<file path="config.mk">
export PLATFORM = sky130hd
export DESIGN_NAME = reg_ptr_top
export DESIGN_NICKNAME = d
export VERILOG_FILES = /design/src/rtl/reg_ptr_pkg.sv /design/src/rtl/reg_ptr_step.sv /design/src/rtl/reg_ptr_map.sv /design/src/rtl/reg_ptr_top.sv
export SDC_FILE = /design/constraint.sdc
export NUM_CORES = 1
export LEC_CHECK = 0
export CAP_MARGIN = 20
export CORE_MARGIN = 2
export CORE_UTILIZATION = 30
export DETAILED_ROUTE_END_ITERATION = 10
export DONT_BUFFER_PORTS = 1
export PLACE_DENSITY = 0.48
export SYNTH_ARGS = -nofsm -noshare
export SYNTH_HDL_FRONTEND = slang
export SYNTH_SLANG_ARGS = --single-unit
</file>
<file path="constraint.sdc">
create_clock -name clk -period 2.1 [get_ports clk]
set_input_delay 0.315 -clock clk [delete_from_list [all_inputs] [get_ports clk]]
set_output_delay 0.315 -clock clk [all_outputs]
set_load 0.02 [all_outputs]
</file>
<file path="src/rtl/reg_ptr_pkg.sv">
package reg_ptr_pkg;
  typedef enum logic {
    LAYOUT_PAIRED = 1'b0,
    LAYOUT_SPLIT  = 1'b1
  } layout_e;

  typedef enum logic [1:0] {
    STEP_HOLD,
    STEP_SWAP,
    STEP_INCR,
    STEP_WRAP
  } step_kind_e;
endpackage

</file>
<file path="src/rtl/reg_ptr_step.sv">
module reg_ptr_step
  import reg_ptr_pkg::*;
#(
  parameter int ADDR_W      = 5,
  parameter int LAST_PAIRED = 21,
  parameter int LAST_SPLIT  = 26
) (
  input  logic [ADDR_W-1:0] cur,
  input  layout_e           layout,
  input  logic              byte_mode,
  output logic [ADDR_W-1:0] nxt
);
  localparam logic [ADDR_W-1:0] LastP = ADDR_W'(LAST_PAIRED);
  localparam logic [ADDR_W-1:0] LastS = ADDR_W'(LAST_SPLIT);

  logic [ADDR_W-1:0] last_addr;
  step_kind_e        kind;

  always_comb begin
    last_addr = (layout == LAYOUT_SPLIT) ? LastS : LastP;
    if (byte_mode)
      kind = (layout == LAYOUT_SPLIT) ? STEP_HOLD : STEP_SWAP;
    else
      kind = (cur >= last_addr) ? STEP_WRAP : STEP_INCR;
  end

  always_comb begin
    unique case (kind)
      STEP_HOLD: nxt = cur;
      STEP_SWAP: nxt = {cur[ADDR_W-1:1], ~cur[0]};
      STEP_INCR: nxt = cur + 1'b1;
      default:   nxt = '0;
    endcase
  end
endmodule

</file>
<file path="src/rtl/reg_ptr_map.sv">
module reg_ptr_map
  import reg_ptr_pkg::*;
#(
  parameter int NUM_PAIRS = 11,
  parameter int HALF_W    = 4,
  parameter int ADDR_W    = HALF_W + 1,
  parameter int IDX_W     = HALF_W + 1
) (
  input  logic [ADDR_W-1:0] addr,
  input  layout_e           layout,
  output logic [IDX_W-1:0]  idx,
  output logic              hit
);
  localparam int NUM_REGS = 2 * NUM_PAIRS;

  logic [HALF_W-1:0] half_off;
  logic              split_port;
  logic              hit_p, hit_s;

  always_comb begin
    half_off   = addr[HALF_W-1:0];
    split_port = addr[ADDR_W-1];
    hit_p      = ({1'b0, addr} < (ADDR_W+1)'(NUM_REGS));
    hit_s      = ({1'b0, half_off} < (HALF_W+1)'(NUM_PAIRS));
    if (layout == LAYOUT_SPLIT) begin
      hit = hit_s;
      idx = hit_s ? IDX_W'({half_off, split_port}) : '0;
    end else begin
      hit = hit_p;
      idx = hit_p ? IDX_W'(addr) : '0;
    end
  end
endmodule

</file>
<file path="src/rtl/reg_ptr_top.sv">
module reg_ptr_top
  import reg_ptr_pkg::*;
#(
  parameter int NUM_PAIRS = 11,
  parameter int HALF_W    = $clog2(NUM_PAIRS),
  parameter int ADDR_W    = HALF_W + 1,
  parameter int IDX_W     = HALF_W + 1
) (
  input  logic              clk,
  input  logic              rst,
  input  logic              ptr_ld,
  input  logic [ADDR_W-1:0] ptr_ld_addr,
  input  logic              byte_done,
  input  logic              layout_in,
  input  logic              byte_mode,
  output logic [ADDR_W-1:0] ptr_q,
  output logic [IDX_W-1:0]  reg_idx,
  output logic              reg_hit
);
  localparam int SPLIT_BASE  = 2 ** HALF_W;
  localparam int LAST_PAIRED = 2 * NUM_PAIRS - 1;
  localparam int LAST_SPLIT  = SPLIT_BASE + NUM_PAIRS - 1;

  layout_e           lay_q, lay_d;
  logic [ADDR_W-1:0] ptr_d, step_nxt;
  logic [IDX_W-1:0]  idx_d;
  logic              hit_d;

  reg_ptr_step #(
    .ADDR_W(ADDR_W), .LAST_PAIRED(LAST_PAIRED), .LAST_SPLIT(LAST_SPLIT)
  ) u_step (
    .cur(ptr_q), .layout(lay_q), .byte_mode(byte_mode), .nxt(step_nxt)
  );

  always_comb begin
    if (ptr_ld) begin
      ptr_d = ptr_ld_addr;
      lay_d = layout_e'(layout_in);
    end else if (byte_done) begin
      ptr_d = step_nxt;
      lay_d = lay_q;
    end else begin
      ptr_d = ptr_q;
      lay_d = lay_q;
    end
  end

  reg_ptr_map #(
    .NUM_PAIRS(NUM_PAIRS), .HALF_W(HALF_W), .ADDR_W(ADDR_W), .IDX_W(IDX_W)
  ) u_map (
    .addr(ptr_d), .layout(lay_d), .idx(idx_d), .hit(hit_d)
  );

  always_ff @(posedge clk) begin
    if (rst) begin
      ptr_q   <= '0;
      lay_q   <= LAYOUT_PAIRED;
      reg_idx <= '0;
      reg_hit <= 1'b1;
    end else begin
      ptr_q   <= ptr_d;
      lay_q   <= lay_d;
      reg_idx <= idx_d;
      reg_hit <= hit_d;
    end
  end


  load_take_chk: assert property (@(posedge clk) disable iff (rst)
    ptr_ld |=> ptr_q == $past(ptr_ld_addr));


  split_hold_chk: assert property (@(posedge clk) disable iff (rst)
    (byte_done && !ptr_ld && byte_mode && lay_q == LAYOUT_SPLIT) |=> $stable(ptr_q));


  pair_swap_chk: assert property (@(posedge clk) disable iff (rst)
    (byte_done && !ptr_ld && byte_mode && lay_q == LAYOUT_PAIRED)
      |=> (ptr_q[0] != $past(ptr_q[0])) && (ptr_q[ADDR_W-1:1] == $past(ptr_q[ADDR_W-1:1])));


  paired_wrap_chk: assert property (@(posedge clk) disable iff (rst)
    (byte_done && !ptr_ld && !byte_mode && lay_q == LAYOUT_PAIRED
      && ptr_q == ADDR_W'(LAST_PAIRED)) |=> ptr_q == '0);


  layout_sticky_chk: assert property (@(posedge clk) disable iff (rst)
    !ptr_ld |=> $stable(lay_q));


  idle_hold_chk: assert property (@(posedge clk) disable iff (rst)
    (!ptr_ld && !byte_done) |=> $stable(ptr_q) && $stable(reg_idx) && $stable(reg_hit));


  miss_zero_chk: assert property (@(posedge clk) disable iff (rst)
    !reg_hit |-> reg_idx == '0);
endmodule

</file>
# Word level (Yosys, flattened, before mapping)
# Cells that the tools add are included.
# W data, S select, Z words.
[classes]
addsub = 1
n_lt_le_gt_ge = 3
eq_ne = 2
muxes = 12
bitwise_logic = 1
n_reduce_logical = 1
[ops]
columns = ["op", "n"]
rows = [
  ["$mux W5", 5],
  ["$pmux W5 S3", 1],
  ["$add A5 B1 Y5 const B", 1],
  ["$ge A5 B5 Y1", 1],
  ["$lt A5 B5 Y1 const B", 1],
  ["$lt A4 B4 Y1 const B", 1],
  ["$mux W1", 4],
  ["$mux W4", 1],
  ["$eq A2 B1 Y1 const B", 1],
  ["$eq A2 B2 Y1 const B", 1],
  ["$logic_not A2 Y1", 1],
  ["$mux W2", 1],
  ["$not A1 Y1", 1],
]
[totals]
register_bits = 12
inputBits = 11
out_inout_bits = 11

# Logic depth before layout (Yosys ltp)
# Gate-level depths: netlist (run 1).
[depth]
word_depth = 11
mapped_depth = 8
ltp_nobuf = 8

# Hierarchy
# Synthesis (run 1) repeated with hierarchy kept, for this count alone.
[hier_totals]
hier_cells = 105
hier_area_um2 = 880.8
[modules_own_cells]
columns = ["module", "n_inst", "cells_each", "area_each_um2"]
rows = [
  ["reg_ptr_top", 1, 43, 470.5],
  ["reg_ptr_step", 1, 31, 211.5],
  ["reg_ptr_map", 1, 31, 198.9],
]

# Least setup slack after synthesis (run 1)
# No wires, ideal clock.
[synth_path]
path_type = "register -> register"
startpoint = "register ptr_q[0]"
endpoint = "register reg_hit"
setup_ns = 0.127
arrival_ns = 2.163
t_required_ns = 1.973
path_slack_ns = -0.190
stages_incl_launch_ff = 9
n_path_buf = 0
period_less_slack_ns = 2.290
path_cell_list = "dfxtp_1 inv_1 ha_1 nand2b_4 a2111oi_2 o2111ai_1 a21boi_2 o22ai_2 or3_1"
[synth_between]
elab_chain_len = 9
elab_cells_between_ends = 14
[synth_lines]
columns = ["element", "line", "source"]
rows = [
  ["from (decl)", "reg_ptr_top.sv:16", "output logic [ADDR_W-1:0] ptr_q,"],
  ["from (signal assigned)", "reg_ptr_top.sv:61", "ptr_q <= ptr_d;"],
  ["$ge A5 B5 Y1", "reg_ptr_step.sv:24", "kind = (cur >= last_addr) ? STEP_WRAP : STEP_INCR;"],
  ["$mux W1", "reg_ptr_step.sv:24", ""],
  ["$mux W2", "reg_ptr_step.sv:21", "if (byte_mode)"],
  ["$eq A2 B2 Y1 (tied with other cells)", "reg_ptr_step.sv:28", "unique case (kind)"],
  ["$pmux W5 S3", "reg_ptr_step.sv:28", ""],
  ["$mux W5 *", "reg_ptr_top.sv:39", "end else if (byte_done) begin"],
  ["$mux W5 *", "reg_ptr_top.sv:36", "if (ptr_ld) begin"],
  ["$lt A5 B5 Y1 or $lt A4 B4 Y1 (tied branches)", "reg_ptr_map.sv:23, reg_ptr_map.sv:24", ""],
  ["$mux W1 *", "reg_ptr_map.sv:25", "if (layout == LAYOUT_SPLIT) begin"],
  ["to (signal assigned)", "reg_ptr_top.sv:64", "reg_hit <= hit_d;"],
  ["to (decl)", "reg_ptr_top.sv:18", "output logic reg_hit"],
]
# Mark *: on every way between the ends. The rest lies on a longest branch, timed or not.
# A chain may end at the register's enable or synchronous reset.

# Worst setup path after layout (run 1)
[layout_path]
startpoint = "register lay_q"
endpoint = "register reg_hit"
[layout_between]
elab_chain_len = 10
elab_cells_between_ends = 15
[layout_lines]
columns = ["element", "line", "source"]
rows = [
  ["from (decl)", "reg_ptr_top.sv:24", "layout_e lay_q, lay_d;"],
  ["from (signal assigned)", "reg_ptr_top.sv:62", "lay_q <= lay_d;"],
  ["$mux W4", "reg_ptr_step.sv:20", "last_addr = (layout == LAYOUT_SPLIT) ? LastS : LastP;"],
  ["$ge A5 B5 Y1", "reg_ptr_step.sv:24", ""],
  ["$mux W1", "reg_ptr_step.sv:24", ""],
  ["$mux W2", "reg_ptr_step.sv:21", ""],
  ["$eq A2 B2 Y1 (tied with other cells)", "reg_ptr_step.sv:28", ""],
  ["$pmux W5 S3", "reg_ptr_step.sv:28", ""],
  ["$mux W5", "reg_ptr_top.sv:39", ""],
  ["$mux W5", "reg_ptr_top.sv:36", ""],
  ["$lt A5 B5 Y1 or $lt A4 B4 Y1 (tied branches)", "reg_ptr_map.sv:23, reg_ptr_map.sv:24", ""],
  ["$mux W1 *", "reg_ptr_map.sv:25", ""],
]
# Marked as above.

==> flow_summary_export.csv, run 1 <==
group,metric,value,unit
yosys,synth.ff_latch_count,12,
detailed_routing,routed_via_density,5.19,
global_route,initial_antenna_violation_count,0,
setup_path,critPathSlowestCell,"or3_1",
floorplanning,row_count,17,
sta,maximum_operating_frequency,479,MHz
yosys,synth_area_leaders,"dfxtp_1, ha_1, a22o_1",
detailed_routing,post-route-drc-count,0,
min_path,hold_path_class,"primary input to register",
clock_tree,cts-root-to-sink-buffers,2,
finish,area_growth_syn_to_layout,28.9,%
sta,max_slew.worst_pin.slew,553,ps
setup_path,largest_delay_contributor_family_on_the_critical_path,"compound AO/OA/AOI/OAI gates",
yosys,netlist-cell-type-count,36,
yosys,largest_family_of_logic_cells_by_synthesized_area,"compound AO/OA/AOI/OAI gates",
global_route,number_of_global_route_vias_before_repair,596,
yosys,synth_largest_area_cell,"dfxtp_1",
placement,portBuffers,0,
placement,dp_slack,-56.9,ps
yosys,cell_area_after_synthesis,739,um^2
min_path,timing.hold.worst.start,"rst",
placement,place_hpwl,1.41,mm
yosys,post-synth-top-count-cell,"dfxtp_1",
setup_path,timing_worst_setup_path_type,"register to register",
power_and_ir_drop,leakage,0.000353,uW
sta,finalMaxSlewViolations,0,
yosys,synth_top_cells_by_count,"dfxtp_1, a22o_1, ha_1, nor2_1, nor2b_1",
yosys,ys_seq_area_frac,0.325,
floorplanning,core_region_area,2280,um^2
yosys,async_set_or_reset_register_ratio_after_synthesis,0,
sta,timing.final.setup_violations,0,
yosys,synth-compound-area-share,0.327,
setup_path,reg2reg_setup_slack,10,ps
floorplanning,start_util,0.325,
run_status,result_of_the_run,"finished clean",
detailed_routing,wl,1.73,mm
setup_path,critical_path.max_stage_delay,360,ps
floorplanning,die-area,2880,um^2
detailed_routing,drt_pre_antenna_iters,2,
setup_path,crit_path_cell_trace,"buf_4 > ha_4 > nand2_1 > o211ai_1 > a221oi_2 > a21boi_2 > o22ai_4 > or3_1",
clock_tree,root_buffer,"clkbuf_4",
setup_path,critical_path_endpoint_category,"register",
setup_path,worstSetupStartpointType,"register",
setup_path,data_required_critical_path,2250,ps
setup_path,cp.arrival,2240,ps
yosys,synthAdderAreaFrac,0.0846,
yosys,synth_top_area_frac,0.325,
global_route,remaining_global_route_overflow,0,
detailed_routing,drt_iter0_drc,2,
global_route,globalRouteTotalUtil,0.128,
job,drv.max_cap_violation_count,0,
yosys,synth-warning-count,0,
detailed_routing,detailroute.via_count,587,
sta,grt_setup_unrepaired,"yes",
finish,final_layout_size_suffix_gt1_frac,0.435,
yosys,synthCells,74,
clock_tree,cts_tree,"yes",
power_and_ir_drop,p_total,640,uW
yosys,synth-main-ff-cell,"dfxtp_1",
clock_tree,clk_transition_reported_paths,70,ps
clock_tree,cts_inserted_buffers,3,
floorplanning,io_pins,22,
clock_tree,cts_num_sinks,12,
clock_tree,htree_levels,1,
yosys,yosys.area_share.simple,0.166,
finish,fin_nets,102,
sta,timing.hold.ws,107,ps
floorplanning,die_width,53.6,um
sta,min_period_over_period,0.994,
clock_tree,clk-insertion-delay-late,260,ps
yosys,synthesis.area_per_instance,9.99,um^2
finish,insertedDiodeCount,0,
power_and_ir_drop,power_per_cell_area,671,nW/um^2
yosys,synthMuxAreaShare,0.0135,
sta,fin_clk_skew,0.617,ps
detailed_routing,drtAntennaViolNets,0,
global_route,largest_net_degree_at_the_start_of_global_routing,8,
floorplanning,vertical_extent_of_the_die,53.6,um
yosys,synth_fp_nets,90,
sta,finalWorstSetupSlack,12.1,ps
setup_path,worst-path-buf-inv,1,
setup_path,regToRegStartpoint,"lay_q",
placement,gp_congestion,0.832,
global_route,grt_first_pass_wirelength,2.61,mm
sta,timing_hold_violations_final,0,
power_and_ir_drop,peakVddDrop,0.000472,V
yosys,synth_xor_xnor_area_share,0.0474,
setup_path,cp-startpoint,"lay_q",
yosys,synth_edf_count,0,
sta,slew-limit-headroom,0.621,
sta,min_period,2090,ps
setup_path,worstPathMaxFanout,6,
finish,layout.core_utilization,0.419,
detailed_routing,per_cell_routed_wire_length,15.3,um
==> per-layer routing <==
metal,track usage,share of wire
met3,0.0611,0.071
met1,0.166,0.47
met2,0.202,0.46
met4,0.0128,0
met5,0,0
==> worst paths after layout <==
kind / depth (start not counted) / to
min reg2reg: 4 / lay_q
min: 1 / lay_q
max reg2reg: 8 / reg_hit
max: 8 / reg_hit
==> layout make-up <==
class | count | area [um^2]
inverters | 3 | 13.8
flip-flops and latches | 12 | 246
fillers | 219 | 1320
clock buffers | 4 | 36.3
well taps | 28 | 35.0
multi-input cells | 57 | 554
repair buffers | 9 | 67.6
==> repair_timing <==
action / in CTS / in global routing
resized for setup: 1 / 13
endpoints found under the setup margin: 6 / 6
pin swaps: 2 / 6
hold buffers: 0 / 0
buffers inserted: 0 / 1
==> sequential cells by signal, summed over array words and instances, names as in the netlist <==
name     cells
reg_hit      1
lay_q        1
ptr_q        5
reg_idx      5
==> layout by cell type (no fill, tap or decap), types with 2 or more instances in the layout <==
cell type	instances
buf_4	9
dfxtp_1	9
nor2_1	5
a22o_1	5
nor2b_1	4
nand2_1	3
xor2_1	3
a21oi_1	3
ha_4	3
clkbuf_4	3
inv_2	2
o211ai_1	2
a221oi_2	2
nand4_1	2
a21boi_2	2
dfxtp_2	2
==> stage by stage <==
stage               area [um^2]  instances  setup TNS [ps]
detailed placement          841        108           -71.3
CTS                         883        112           -37.4
global route                953        113           -90.0
floorplan                   762         74               0
global placement            841        108           -40.3
finish                      953        113               0
==> report_power, final <==
part / switching [uW] / internal, uW
registers: 30.4 / 248
logic: 91.2 / 93.2
clock network: 72.0 / 105
==> cells by family (layout without fill, tap and decap cells) <==
group,count (synthesis),in the layout
adder cells (fa/ha/maj),5,5
AO/OA/AOI/OAI,27,27
flip-flops,12,12
AND/OR/NAND/NOR,20,20
multiplexers,1,1
XOR/XNOR,4,4
buffers and inverters,5,16
No activity file was read; power rests on OpenSTA's default activity.
==> run 2: changes to the inputs <==
CTS_BUF_LIST = sky130_fd_sc_hd__clkbuf_16   (was not set)
==> run 2 against run 1 <==
Compared with the run above:
- the run now ends with setup timing left
- clock skew up 0.98 ps
- total power up 26%
- register-to-register slack worse by 30 ps
- die area unchanged
- final cell count unchanged
- clock power up 95%
- global-route usage up 1.1 points
- count of clock-buffer cells in the layout down 1
- first-iteration DRC count rose to 3.0 times the previous value
- maximum frequency down 1.5%
- largest cell class unchanged
- highest routed layer is now met4
==> flow_summary_export.csv, run 2 (synthesis results as in run 1) <==
group,metric,value,unit
run_status,result_of_the_run,"complete, but fails checks",
run_status,violations,"setup timing",
detailed_routing,routed_via_density,5.31,
sta,slew-limit-headroom,0.593,
clock_tree,cts_tree,"yes",
finish,fin_nets,102,
floorplanning,row_count,17,
clock_tree,cts_num_sinks,12,
min_path,min_path_cells,1,
floorplanning,die-area,2880,um^2
setup_path,timing_worst_setup_path_type,"register to register",
global_route,number_of_global_route_vias_before_repair,595,
global_route,grt_first_pass_wirelength,2.67,mm
setup_path,critPathSlowestCell,"or3_1",
clock_tree,cts-root-to-sink-buffers,2,
power_and_ir_drop,p_total,809,uW
global_route,globalRouteTotalUtil,0.140,
floorplanning,io_pins,22,
power_and_ir_drop,peakVddDrop,0.000589,V
floorplanning,start_util,0.325,
finish,insertedDiodeCount,0,
setup_path,r2r_worst_path_depth,8,
detailed_routing,wl,1.80,mm
detailed_routing,drt_iter0_drc,6,
setup_path,data_required_critical_path,2220,ps
sta,grt_setup_unrepaired,"yes",
power_and_ir_drop,clock_power_share,0.426,
setup_path,critical_path_endpoint_category,"register",
sta,min_period,2120,ps
power_and_ir_drop,internal_power,592,uW
clock_tree,post_cts_hold_buffer_count,0,
clock_tree,clk-insertion-delay-late,240,ps
setup_path,worstPathMaxFanout,6,
global_route,largest_net_degree_at_the_start_of_global_routing,8,
floorplanning,core_region_area,2280,um^2
sta,maximum_operating_frequency,472,MHz
setup_path,cp.arrival,2240,ps
sta,fin_clk_skew,1.60,ps
sta,max_slew.worst_pin.slew,594,ps
floorplanning,die_width,53.6,um
global_route,initial_antenna_violation_count,0,
finish,largestRegisters,"ptr_q: 5 flops, reg_idx: 5 flops",
placement,portBuffers,0,
power_and_ir_drop,leakage,0.000371,uW
global_route,remaining_global_route_overflow,0,
floorplanning,vertical_extent_of_the_die,53.6,um
setup_path,reg2reg_setup_slack,-20,ps
power_and_ir_drop,net_switching_power,216,uW
detailed_routing,drt_pre_antenna_iters,3,
setup_path,worstSetupStartpointType,"register",
setup_path,critical_path.max_stage_delay,360,ps
finish,final_layout_size_suffix_gt1_frac,0.424,
min_path,hold_path_class,"primary input to register",
detailed_routing,post-route-drc-count,0,
finish,area_growth_syn_to_layout,34.7,%
placement,place_hpwl,1.41,mm
power_and_ir_drop,power_per_cell_area,812,nW/um^2
sta,min_period_over_period,1.01,
sta,finalWorstSetupSlack,-18.7,ps
power_and_ir_drop,comb_power_share,0.228,
placement,gp_congestion,0.832,
setup_path,crit_path_cell_trace,"inv_2 > ha_4 > nand2b_4 > a2111oi_4 > o2111ai_2 > a21boi_2 > o22ai_4 > or3_1",
sta,timing_hold_violations_final,0,
clock_tree,htree_levels,1,
detailed_routing,detailroute.via_count,600,
sta,timing.final.setup_violations,1,
clock_tree,cts_inserted_buffers,3,
job,drv.max_cap_violation_count,0,
sta,setup_tns,-18.7,ps
sta,finalMaxSlewViolations,0,
power_and_ir_drop,sequential_share_of_power,0.346,
finish,mostFrequentLayoutCells,"buf_4, dfxtp_1, nor2_1, a22o_1, nor2b_1",
clock_tree,clk_transition_reported_paths,40,ps
detailed_routing,per_cell_routed_wire_length,15.9,um
detailed_routing,drtAntennaViolNets,0,
placement,dp_slack,-56.9,ps
power_and_ir_drop,power_switching_share,0.268,
finish,filler_cell_count,214,
clock_tree,root_buffer,"clkbuf_16",
[run 2: final cells by class]
cell class | instances | area [um^2] | area share
clock inverters | 1 | 3.75 | 0.00377
clock buffers | 3 | 75.1 | 0.0754
flip-flops and latches | 12 | 246 | 0.247
well taps | 28 | 35.0 | 0.0352
repair buffers | 9 | 67.6 | 0.0678
multi-input cells | 57 | 554 | 0.557
inverters | 3 | 13.8 | 0.0138
[run 2: through the flow]
step | area, um^2 | hold WS [ps] | utilization | std cells
final | 996 | 139 | 0.438 | 113
after global routing | 996 | 139 | 0.438 | 113
after CTS | 926 | 145 | 0.407 | 112
after detailed placement | 841 | 396 | 0.369 | 108
after global placement | 841 | 397 | 0.369 | 108
after floorplan | 762 | 387 | - | 74
[run 2: path summary, 6_finish.rpt]
kind            start        to
max          ptr_q[0]   reg_hit
min               rst     lay_q
max reg2reg  ptr_q[0]   reg_hit
min reg2reg  ptr_q[0]  ptr_q[0]
[run 2: repair_timing]
action,in CTS,in global routing
pin swaps,2,6
gates cloned,0,0
setup endpoints to repair,6,6
buffers inserted,0,1
gates resized for setup,1,13
[run 2: per-layer routing]
layer / routed length, um / vias up / GRT usage
met5: 0 / - / 0
met4: 31 / 0 / 0.0769
met3: 136 / 4 / 0.0694
met2: 825 / 16 / 0.200
met1: 806 / 273 / 0.169
li1: - / 307 / -
[run 2: power groups by stage]
| stage | sequential [uW] | combinational (uW) | clock (uW) |
|---|---|---|---|
| 2_1_floorplan | 288 | 118 | 0 |
| 3_3_place_gp | 281 | 163 | 0 |
| 3_5_place_dp | 282 | 161 | 0 |
| 4_1_cts | 278 | 163 | 351 |
| 5_1_grt | 282 | 202 | 361 |
| 6_report | 280 | 184 | 345 |
[run 2: critical path: cells and delay by family, from the launching register on]
family                     cells  cell delay (ps)
DFF                            1              340
and+or+nand+nor                2              500
AOI/OAI and AO/OA              4              880
adders and majority gates      1              230
buffers and inverters          1               40
==> run 3: changes to the inputs <==
CORE_UTILIZATION = 46   (was 30)
PLACE_DENSITY = 0.66   (was 0.48)
==> run 3 against run 2 <==
Compared with the run above:
- the flow still finishes with violations (setup timing)
- critical path depth is 1 lower
- sequential cell count unchanged
- sequential share of layout area is 0.58 points lower
- maximum frequency decreased by 0.65%
- core utilization increased by 24 points
- count of clock-buffer cells in the layout unchanged
- critical path type unchanged
==> flow_summary_export.csv, run 3 (synthesis results as in run 1) <==
group,metric,value,unit
global_route,initial_antenna_violation_count,0,
floorplanning,vertical_extent_of_the_die,44.1,um
floorplanning,io_pins,22,
clock_tree,clk_transition_reported_paths,40,ps
finish,mostFrequentLayoutCells,"dfxtp_1, buf_4, a22o_1",
sta,finalMaxSlewViolations,0,
power_and_ir_drop,power_per_cell_area,818,nW/um^2
job,drv.max_cap_violation_count,0,
detailed_routing,detailroute.via_count,641,
global_route,grt_first_pass_wirelength,2.93,mm
floorplanning,row_count,14,
placement,place_hpwl,1.37,mm
finish,multi_input_comb_area,569,um^2
finish,insertedDiodeCount,0,
setup_path,cp.arrival,2250,ps
detailed_routing,drtAntennaViolNets,0,
global_route,number_of_global_route_vias_before_repair,637,
detailed_routing,wl,1.79,mm
detailed_routing,drt_iter0_drc,8,
sta,min_period,2130,ps
sta,fin_clk_skew,2.09,ps
setup_path,regToRegStartpoint,"lay_q",
min_path,hold_path_class,"primary input to register",
clock_tree,root_buffer,"clkbuf_16",
sta,grt_setup_unrepaired,"yes",
setup_path,timing_worst_setup_path_type,"register to register",
detailed_routing,drt_pre_antenna_iters,4,
detailed_routing,post-route-drc-count,0,
sta,min_period_over_period,1.02,
setup_path,critPathSlowestCell,"or3_1",
global_route,largest_net_degree_at_the_start_of_global_routing,8,
sta,slew-limit-headroom,0.599,
setup_path,worst-path-buf-inv,1,
clock_tree,clk-insertion-delay-late,240,ps
clock_tree,cts_num_sinks,12,
clock_tree,cts_tree,"yes",
sta,timing.final.setup_violations,1,
setup_path,crit_path_cell_trace,"inv_4 > ha_1 > o2111a_2 > a221oi_2 > a21boi_2 > o22ai_4 > or3_1",
power_and_ir_drop,leakage,0.000385,uW
setup_path,worstPathMaxFanout,3,
sta,timing.hold.ws,150,ps
finish,final_layout_size_suffix_gt1_frac,0.442,
finish,fin_nets,103,
sta,max_slew.worst_pin.slew,585,ps
clock_tree,htree_levels,1,
floorplanning,die-area,1940,um^2
detailed_routing,routed_via_density,6.28,
clock_tree,cts_inserted_buffers,3,
setup_path,worstSetupStartpointType,"register",
clock_tree,cts-root-to-sink-buffers,2,
setup_path,critical_path_depth,7,
global_route,globalRouteTotalUtil,0.215,
finish,largestRegisters,"ptr_q: 5 flops, reg_idx: 5 flops",
finish,layout.core_utilization,0.674,
power_and_ir_drop,peakVddDrop,0.000551,V
sta,timing_hold_violations_final,0,
finish,filler_cell_count,109,
sta,finalWorstSetupSlack,-32.4,ps
floorplanning,start_util,0.491,
placement,gp_congestion,0.855,
floorplanning,core_region_area,1510,um^2
min_path,min_path_cells,1,
finish,area_growth_syn_to_layout,37.2,%
floorplanning,die_width,44.1,um
setup_path,largest_delay_contributor_family_on_the_critical_path,"compound AO/OA/AOI/OAI gates",
detailed_routing,per_cell_routed_wire_length,17.6,um
setup_path,r2r_worst_path_depth,7,
placement,portBuffers,0,
setup_path,critical_path.reg2reg.endpoint,"reg_hit",
finish,final_common_cell,"dfxtp_1",
run_status,violations,"setup timing",
min_path,holdPathEnd,"lay_q",
finish,final_area,1010,um^2
setup_path,critical_path_endpoint_category,"register",
setup_path,critical_path.max_stage_delay,380,ps
finish,ff_latch_area,245,um^2
setup_path,reg2reg_setup_slack,-30,ps
placement,dpl-instance-area,833,um^2
global_route,remaining_global_route_overflow,0,
power_and_ir_drop,p_total,830,uW
min_path,timing.hold.worst.start,"rst",
sta,maximum_operating_frequency,469,MHz
run_status,result_of_the_run,"complete, but fails checks",
setup_path,data_required_critical_path,2220,ps
## run 3: worst max-delay path by stage
| stage | from | to | slack, ps |
|---|---|---|---|
| 6_report | lay_q | reg_hit | -30 |
| 5_1_grt | lay_q | reg_hit | -110 |
| 4_1_cts | lay_q | reg_hit | -40 |
| 3_5_place_dp | lay_q | reg_hit | -70 |
| 3_3_place_gp | lay_q | reg_hit | -40 |
| 2_1_floorplan | ptr_q[0] | reg_hit | 7 |
## run 3: per-layer routing
metal	up-vias	wire, um	track usage
met5	-	0	0
met4	0	49	0.103
met3	6	152	0.0939
met2	27	820	0.326
met1	300	773	0.262
li1	308	-	-
## run 3: area by class of cell
type                            count  share of cell area
Tap cell                           16              0.0197
Sequential cell                    12               0.242
Inverter                            3              0.0136
Clock buffer                        3              0.0740
Multi-Input combinational cell     57               0.561
Clock inverter                      1             0.00370
Timing Repair Buffer               10              0.0863
## run 3: what timing repair did
item | in CTS | in global routing
hold buffers | 0 | 0
endpoints found under the hold margin | 0 | 0
pin swaps | 11 | 6
buffers inserted | 1 | 0
resized for setup | 9 | 8
setup endpoints to repair | 2 | 6
## run 3: report_power, final
part | switching (uW) | total (uW) | internal, uW
logic | 99.8 | 206 | 106
clock network | 95.7 | 346 | 250
registers | 28.7 | 278 | 249
## run 3: through the flow
stage,setup slack [ps],instances,TNS (ps)
after floorplan,7.37,74,0
after global placement,-40.4,97,-40.4
after detailed placement,-74.2,97,-74.2
after CTS,-37.5,102,-37.5
after global routing,-109,102,-450
final,-32.4,102,-32.4
